### src/rtl/dma_sess_pkg.sv
package dma_sess_pkg;
   typedef enum logic [1:0] {
      ST_IDLE = 2'd0,
      ST_REQ  = 2'd1,
      ST_XFER = 2'd2
   } sess_state_t;
endpackage

### src/rtl/dma_sess_timer.sv
module dma_sess_timer #(
   parameter int LIMIT_CYC  = 40,
   parameter int CNT_W      = 6,
   parameter bit COUNT_DOWN = 1'b1
) (
   input  logic clk,
   input  logic rst_n,
   input  logic load_i,
   input  logic active_i,
   output logic expire_o
);
   localparam logic [CNT_W-1:0] LAST = CNT_W'(LIMIT_CYC - 1);

   logic [CNT_W-1:0] cnt_q;

   generate
      if (COUNT_DOWN) begin : g_down
         always_ff @(posedge clk or negedge rst_n) begin
            if (!rst_n)                          cnt_q <= '0;
            else if (load_i)                     cnt_q <= LAST;
            else if (active_i && cnt_q != '0)    cnt_q <= cnt_q - 1'b1;
         end
         assign expire_o = active_i && (cnt_q == '0);
      end else begin : g_up
         always_ff @(posedge clk or negedge rst_n) begin
            if (!rst_n)                          cnt_q <= '0;
            else if (load_i)                     cnt_q <= '0;
            else if (active_i && cnt_q != LAST)  cnt_q <= cnt_q + 1'b1;
         end
         assign expire_o = active_i && (cnt_q == LAST);
      end
   endgenerate

   // independent elapsed-cycle counter for checking the window
   logic [CNT_W-1:0] chk_q;
   always_ff @(posedge clk or negedge rst_n) begin
      if (!rst_n)                        chk_q <= '0;
      else if (load_i)                   chk_q <= '0;
      else if (active_i && chk_q != LAST) chk_q <= chk_q + 1'b1;
   end

   p_expire_not_early_r5: assert property (@(posedge clk) disable iff (!rst_n)
      expire_o |-> (chk_q == LAST));
   p_expire_not_late_r5: assert property (@(posedge clk) disable iff (!rst_n)
      (active_i && chk_q == LAST) |-> expire_o);
endmodule

### src/rtl/dma_sess_fsm.sv
module dma_sess_fsm
   import dma_sess_pkg::*;
(
   input  logic        clk,
   input  logic        rst_n,
   input  logic        start_i,
   input  logic        grant_i,
   input  logic        end_i,
   input  logic        expire_i,
   output sess_state_t state_o,
   output logic        load_o
);
   sess_state_t st_q, st_d;

   assign load_o = (st_q == ST_IDLE) && start_i;

   always_comb begin
      st_d = st_q;
      unique case (st_q)
         ST_IDLE: if (start_i) st_d = ST_REQ;
         ST_REQ: begin
            if (expire_i)      st_d = ST_IDLE;
            else if (grant_i)  st_d = ST_XFER;
         end
         ST_XFER: if (expire_i || end_i) st_d = ST_IDLE;
         default: st_d = ST_IDLE;
      endcase
   end

   always_ff @(posedge clk or negedge rst_n) begin
      if (!rst_n) st_q <= ST_IDLE;
      else        st_q <= st_d;
   end

   assign state_o = st_q;

   p_start_ignored_r7: assert property (@(posedge clk) disable iff (!rst_n)
      (st_q == ST_XFER && start_i && !end_i && !expire_i) |=> (st_q == ST_XFER));
   p_idle_stays_r10: assert property (@(posedge clk) disable iff (!rst_n)
      (st_q == ST_IDLE && !start_i) |=> (st_q == ST_IDLE));
endmodule

### src/rtl/dma_sess_out.sv
module dma_sess_out
   import dma_sess_pkg::*;
#(
   parameter int DATA_W = 8
) (
   input  logic              clk,
   input  logic              rst_n,
   input  sess_state_t       state_i,
   input  logic              expire_i,
   input  logic              grant_i,
   input  logic              byte_vld_i,
   input  logic [DATA_W-1:0] byte_i,
   input  logic              end_i,
   output logic              req_o,
   output logic              byte_vld_o,
   output logic [DATA_W-1:0] byte_o,
   output logic              done_o,
   output logic              timeout_o
);
   logic in_req, in_xfer, fwd;

   assign in_req     = (state_i == ST_REQ);
   assign in_xfer    = (state_i == ST_XFER);
   assign req_o      = in_req && !grant_i && !expire_i;
   assign fwd        = in_xfer && byte_vld_i && !end_i && !expire_i;
   assign byte_vld_o = fwd;
   assign byte_o     = fwd ? byte_i : '0;
   assign done_o     = in_xfer && end_i && !expire_i;
   assign timeout_o  = expire_i;

   p_req_hold_r2: assert property (@(posedge clk) disable iff (!rst_n)
      (req_o && !timeout_o) |=> (req_o || grant_i || timeout_o));
   p_fwd_same_r3: assert property (@(posedge clk) disable iff (!rst_n)
      byte_vld_o |-> (byte_vld_i && byte_o == byte_i && !end_i));
   p_abort_silent_r5: assert property (@(posedge clk) disable iff (!rst_n)
      timeout_o |-> (!req_o && !byte_vld_o && !done_o));
   p_done_then_idle_r4: assert property (@(posedge clk) disable iff (!rst_n)
      done_o |=> (!done_o && !byte_vld_o && !timeout_o && !req_o));
   p_exclusive_end_r6: assert property (@(posedge clk) disable iff (!rst_n)
      $onehot0({done_o, timeout_o}));
   p_zero_idle_data_r9: assert property (@(posedge clk) disable iff (!rst_n)
      !byte_vld_o |-> (byte_o == '0));
endmodule

### src/rtl/dma_session_ctrl.sv
module dma_session_ctrl
   import dma_sess_pkg::*;
#(
   parameter int DATA_W      = 8,
   parameter int CLK_FREQ_HZ = 125_000_000,
   parameter int LIMIT_US    = 10_000,
   parameter bit COUNT_DOWN  = 1'b1
) (
   input  logic              clk,
   input  logic              rst_n,
   input  logic              start_i,
   input  logic              grant_i,
   input  logic              byte_vld_i,
   input  logic [DATA_W-1:0] byte_i,
   input  logic              end_i,
   output logic              req_o,
   output logic              byte_vld_o,
   output logic [DATA_W-1:0] byte_o,
   output logic              done_o,
   output logic              timeout_o
);
   localparam int LIMIT_CYC = (CLK_FREQ_HZ / 1_000_000) * LIMIT_US;
   localparam int CNT_W     = $clog2(LIMIT_CYC + 1);

   generate
      if (DATA_W < 1) begin : g_bad_width
         $error("DATA_W must be at least 1");
      end
      if (LIMIT_CYC < 2) begin : g_bad_limit
         $error("time limit must be at least two cycles");
      end
   endgenerate

   sess_state_t state;
   logic        load, expire;

   dma_sess_fsm u_fsm (
      .clk      (clk),
      .rst_n    (rst_n),
      .start_i  (start_i),
      .grant_i  (grant_i),
      .end_i    (end_i),
      .expire_i (expire),
      .state_o  (state),
      .load_o   (load)
   );

   dma_sess_timer #(
      .LIMIT_CYC  (LIMIT_CYC),
      .CNT_W      (CNT_W),
      .COUNT_DOWN (COUNT_DOWN)
   ) u_timer (
      .clk      (clk),
      .rst_n    (rst_n),
      .load_i   (load),
      .active_i (state != ST_IDLE),
      .expire_o (expire)
   );

   dma_sess_out #(.DATA_W(DATA_W)) u_out (
      .clk        (clk),
      .rst_n      (rst_n),
      .state_i    (state),
      .expire_i   (expire),
      .grant_i    (grant_i),
      .byte_vld_i (byte_vld_i),
      .byte_i     (byte_i),
      .end_i      (end_i),
      .req_o      (req_o),
      .byte_vld_o (byte_vld_o),
      .byte_o     (byte_o),
      .done_o     (done_o),
      .timeout_o  (timeout_o)
   );
endmodule

### config.mk
export PLATFORM = sky130hd
export DESIGN_NAME = dma_session_ctrl
export DESIGN_NICKNAME = d
export VERILOG_FILES = /design/src/rtl/dma_sess_pkg.sv /design/src/rtl/dma_sess_timer.sv /design/src/rtl/dma_sess_fsm.sv /design/src/rtl/dma_sess_out.sv /design/src/rtl/dma_session_ctrl.sv
export SDC_FILE = /design/constraint.sdc
export NUM_CORES = 1
export LEC_CHECK = 0
export BUFFER_PORTS_ARGS = -buffer_cell sky130_fd_sc_hd__buf_4
export CAP_MARGIN = 20
export CORE_ASPECT_RATIO = 1.1
export CORE_MARGIN = 2
export CORE_UTILIZATION = 40
export DETAILED_ROUTE_END_ITERATION = 6
export SLEW_MARGIN = 20
export SYNTH_ARGS = -nofsm -noshare
export SYNTH_HDL_FRONTEND = slang
export SYNTH_HIERARCHICAL = 1
export SYNTH_SLANG_ARGS = --single-unit
### constraint.sdc
create_clock -name clk -period 2.3 [get_ports clk]
set_input_delay 0.46 -clock clk [delete_from_list [all_inputs] [get_ports clk]]
set_output_delay 0.46 -clock clk [all_outputs]
set_load 0.01 [all_outputs]
==> flow_summary.ini <==
[placed_design]
io_buffers = 25
dp_cells = 241
hpwl_um = 2530
dp_slack_ns = 0.0494
place.gp.congestion = 0.807
placed_area_mm2 = 0.00194

[global_route]
track_usage_pct = 17.8
grt_pass1_wl_um = 6360
use_met3_pct = 2.12
grt_busiest_layer = met2
grt_overflow = 0
antenna_found_initial = 0
grt_pass1_vias = 1360
grtUsageMet2_pct = 31.7
grt_use_met1_pct = 22.3
grt_max_degree = 25

[routing]
via_per_inst = 5.21
drc = 0
wl_per_cell_um = 14.6
detail-route-antenna-nets = 0
first_pass_iters = 4
vias = 1329
wl_um = 3710
drt-initial-drc-count = 79

[synth]
synth_top_family_by_area = simple AND/OR/NAND/NOR gates
syn_inst = 153
syn_area_per_cell_um2 = 10.1
synth_mux_area_share_pct = 0
synth_flop_cell = dfrtp_1
synth-edff-count = 0
postSynth.asyncResetShare_pct = 100
yosys_register_bits = 23
ys.warnings.count = 6
synth_cell_types = 48
ys_seq_area_share_pct = 37.3
synthesis.area_mm2 = 0.00154
synth_fa_ha_area_share_pct = 1.62
synth_compound_area_share_pct = 8.35
synth-simple-area-share_pct = 39.0
synth_xor_area_share_pct = 7.95
synth_fp_nets = 169

[sta]
fmax_ghz = 0.402
tightest_slew_ns = 0.412
fin_skew_ns = 0.00124
finalCriticalPeriod_ns = 2.49
rsz0062_at_grt = yes
setup_slack_ns = -0.189
setup_viol = 11
max_slew_margin_pct = 72.3
hold_viol_final = 0
period_share_pct = 108
final_max_slew_viol_count = 0
hold_slack_ns = 0.0840

[cts]
hold_buffers = 0
clock_latency_ns = 0.26
cts_tree = yes
h-tree-depth = 1
clkTransAtPathRegs_ns = 0.08
cts_root_buf = clkbuf_8
clock_sinks = 23
cts_made_buffers = 3
clockBufferDepth = 2

[finish]
area_growth_syn_to_layout_pct = 39.9
antenna_cells = 0
fillCellCount = 347
multi_input_area_um2 = 970
nNetsFinal = 222
register_area_um2 = 576
final_cells = 255
fin_area_mm2 = 0.00216
drive_gt1_share_pct = 43.4

[min_path]
hold_class = input port to asynchronous set/reset pin

[floorplan]
ioPinCount = 26
dieHeight_um = 69.1
dieWidth_um = 63.2
core_area_mm2 = 0.00368
dieArea_mm2 = 0.00437
fp-row-count = 23
initial_core_util_pct = 41.9

[flow_run]
maxCapViolCount = 0

[setup_path]
r2r_cells = 10
worstPathMaxFanout = 5
path_cells = inv_2 > ha_4 > nor4b_4 > nand4_4 > nor2_4 > and2_4 > nand2b_4 > buf_12 > nor4_2 > buf_4
worstPathRequired_ns = 1.84
arrival_ns = 2.03
cp-end-kind = primary output
slowest_delay_ns = 0.39
crit_slowest_cell = dfrtp_1
r2r_slack_ns = 0.10
startpoint_type = flop
r2r-end = u_timer/cnt_q[17]
r2r_start = u_timer/cnt_q[0]
crit_type = flop to primary output

[status]
status = finished, violations left
violations = setup timing

[power]
p_leak_nw = 0.905
powerDensity_mw_per_mm2 = 612
peakVddDrop_mv = 0.543
==> power by group <==
group	internal, mW	switching, mW
Combinational	0.274	0.308
Clock	0.123	0.121
Sequential	0.447	0.0481
Total	0.844	0.477
==> cells in the final DEF, fill, tap and decap left out, types with 3 or more instances in the layout <==
cell      count
dfrtp_1      23
xnor2_1       6
buf_6         3
nor3_1        6
nand2b_1      8
nor4_4        5
xor2_1        8
nor2_1       10
a21oi_1       5
nor4_1        5
inv_1         9
nand4_1       3
buf_4        51
nand2_1       3
clkbuf_8      3
nor4_2        8
==> cells by family (layout without fill, tap and decap cells) <==
logic type,count (synthesis),in the layout
flops,23,23
simple gates,77,77
xor+xnor,14,14
fa+ha+maj,2,2
compound gates,18,18
buf+inv,19,71
==> worst max-delay path by stage <==
stage / from / end / slack (ns) / cells after the start
global route: u_timer/cnt_q[15] / byte_o[6] / -0.32 / 9
floorplan: u_timer/cnt_q[1] / byte_o[1] / 0.005 / 10
finish: u_timer/cnt_q[0] / byte_o[6] / -0.19 / 10
detailed placement: u_timer/cnt_q[0] / byte_o[5] / 0.05 / 10
CTS: u_timer/cnt_q[12] / byte_o[5] / -0.14 / 9
global placement: u_timer/cnt_q[16] / byte_o[6] / 0.09 / 8
==> state kept, by name (all words and copies together), names as in the netlist <==
name,count
u_timer/cnt_q,21
u_fsm/state_o,2
==> Yosys cell counts, types with 4 or more instances <==
master / n / area (µm²)
nor2_1: 11 / 41.3
xor2_1: 8 / 70.1
dfrtp_1: 23 / 576
inv_1: 11 / 41.3
nor3_1: 6 / 30.0
nand2b_1: 9 / 56.3
nor4_1: 5 / 31.3
xnor2_1: 6 / 52.6
a21oi_1: 5 / 25.0
nor4b_1: 4 / 35.0
nor4_2: 10 / 125
==> routing by layer <==
layer	wire (µm)	part of all wire, %	vias to the layer above
li1	-	-	660
met1	1660	45	649
met2	1970	53	18
met3	70	1.9	2
met4	17	0.46	0
met5	0	0	-
==> worst max-delay path, delay by kind of cell, from the launching register on <==
kind	cells	cell delay, ns
buffers and inverters	3	0.36
DFF	1	0.39
adders and majority gates	1	0.13
and+or+nand+nor	6	0.89
==> layout make-up <==
| class | instances | area share, % |
|---|---|---|
| Inverter | 11 | 1.91 |
| Sequential cell | 23 | 26.7 |
| Multi-Input combinational cell | 111 | 44.9 |
| Tap cell | 50 | 2.90 |
| Timing Repair Buffer | 56 | 21.5 |
| Clock buffer | 4 | 2.09 |
==> timing repair <==
| action | CTS | global route |
|---|---|---|
| buffers inserted | 7 | 5 |
| pin swaps | 5 | 4 |
| cloned | 1 | 0 |
| endpoints found under the setup margin | 11 | 19 |
| resized for setup | 11 | 4 |
==> through the flow <==
step | total power, mW | utilization, % | setup TNS [ns]
after floorplan | 0.830 | - | 0
after global placement | 1.01 | 52.6 | 0
after detailed placement | 1.02 | 52.6 | 0
after CTS | 1.33 | 57.7 | -1.32
after global routing | 1.41 | 58.6 | -3.20
final | 1.32 | 58.6 | -1.64
No activity file was read; power rests on OpenSTA's default activity.
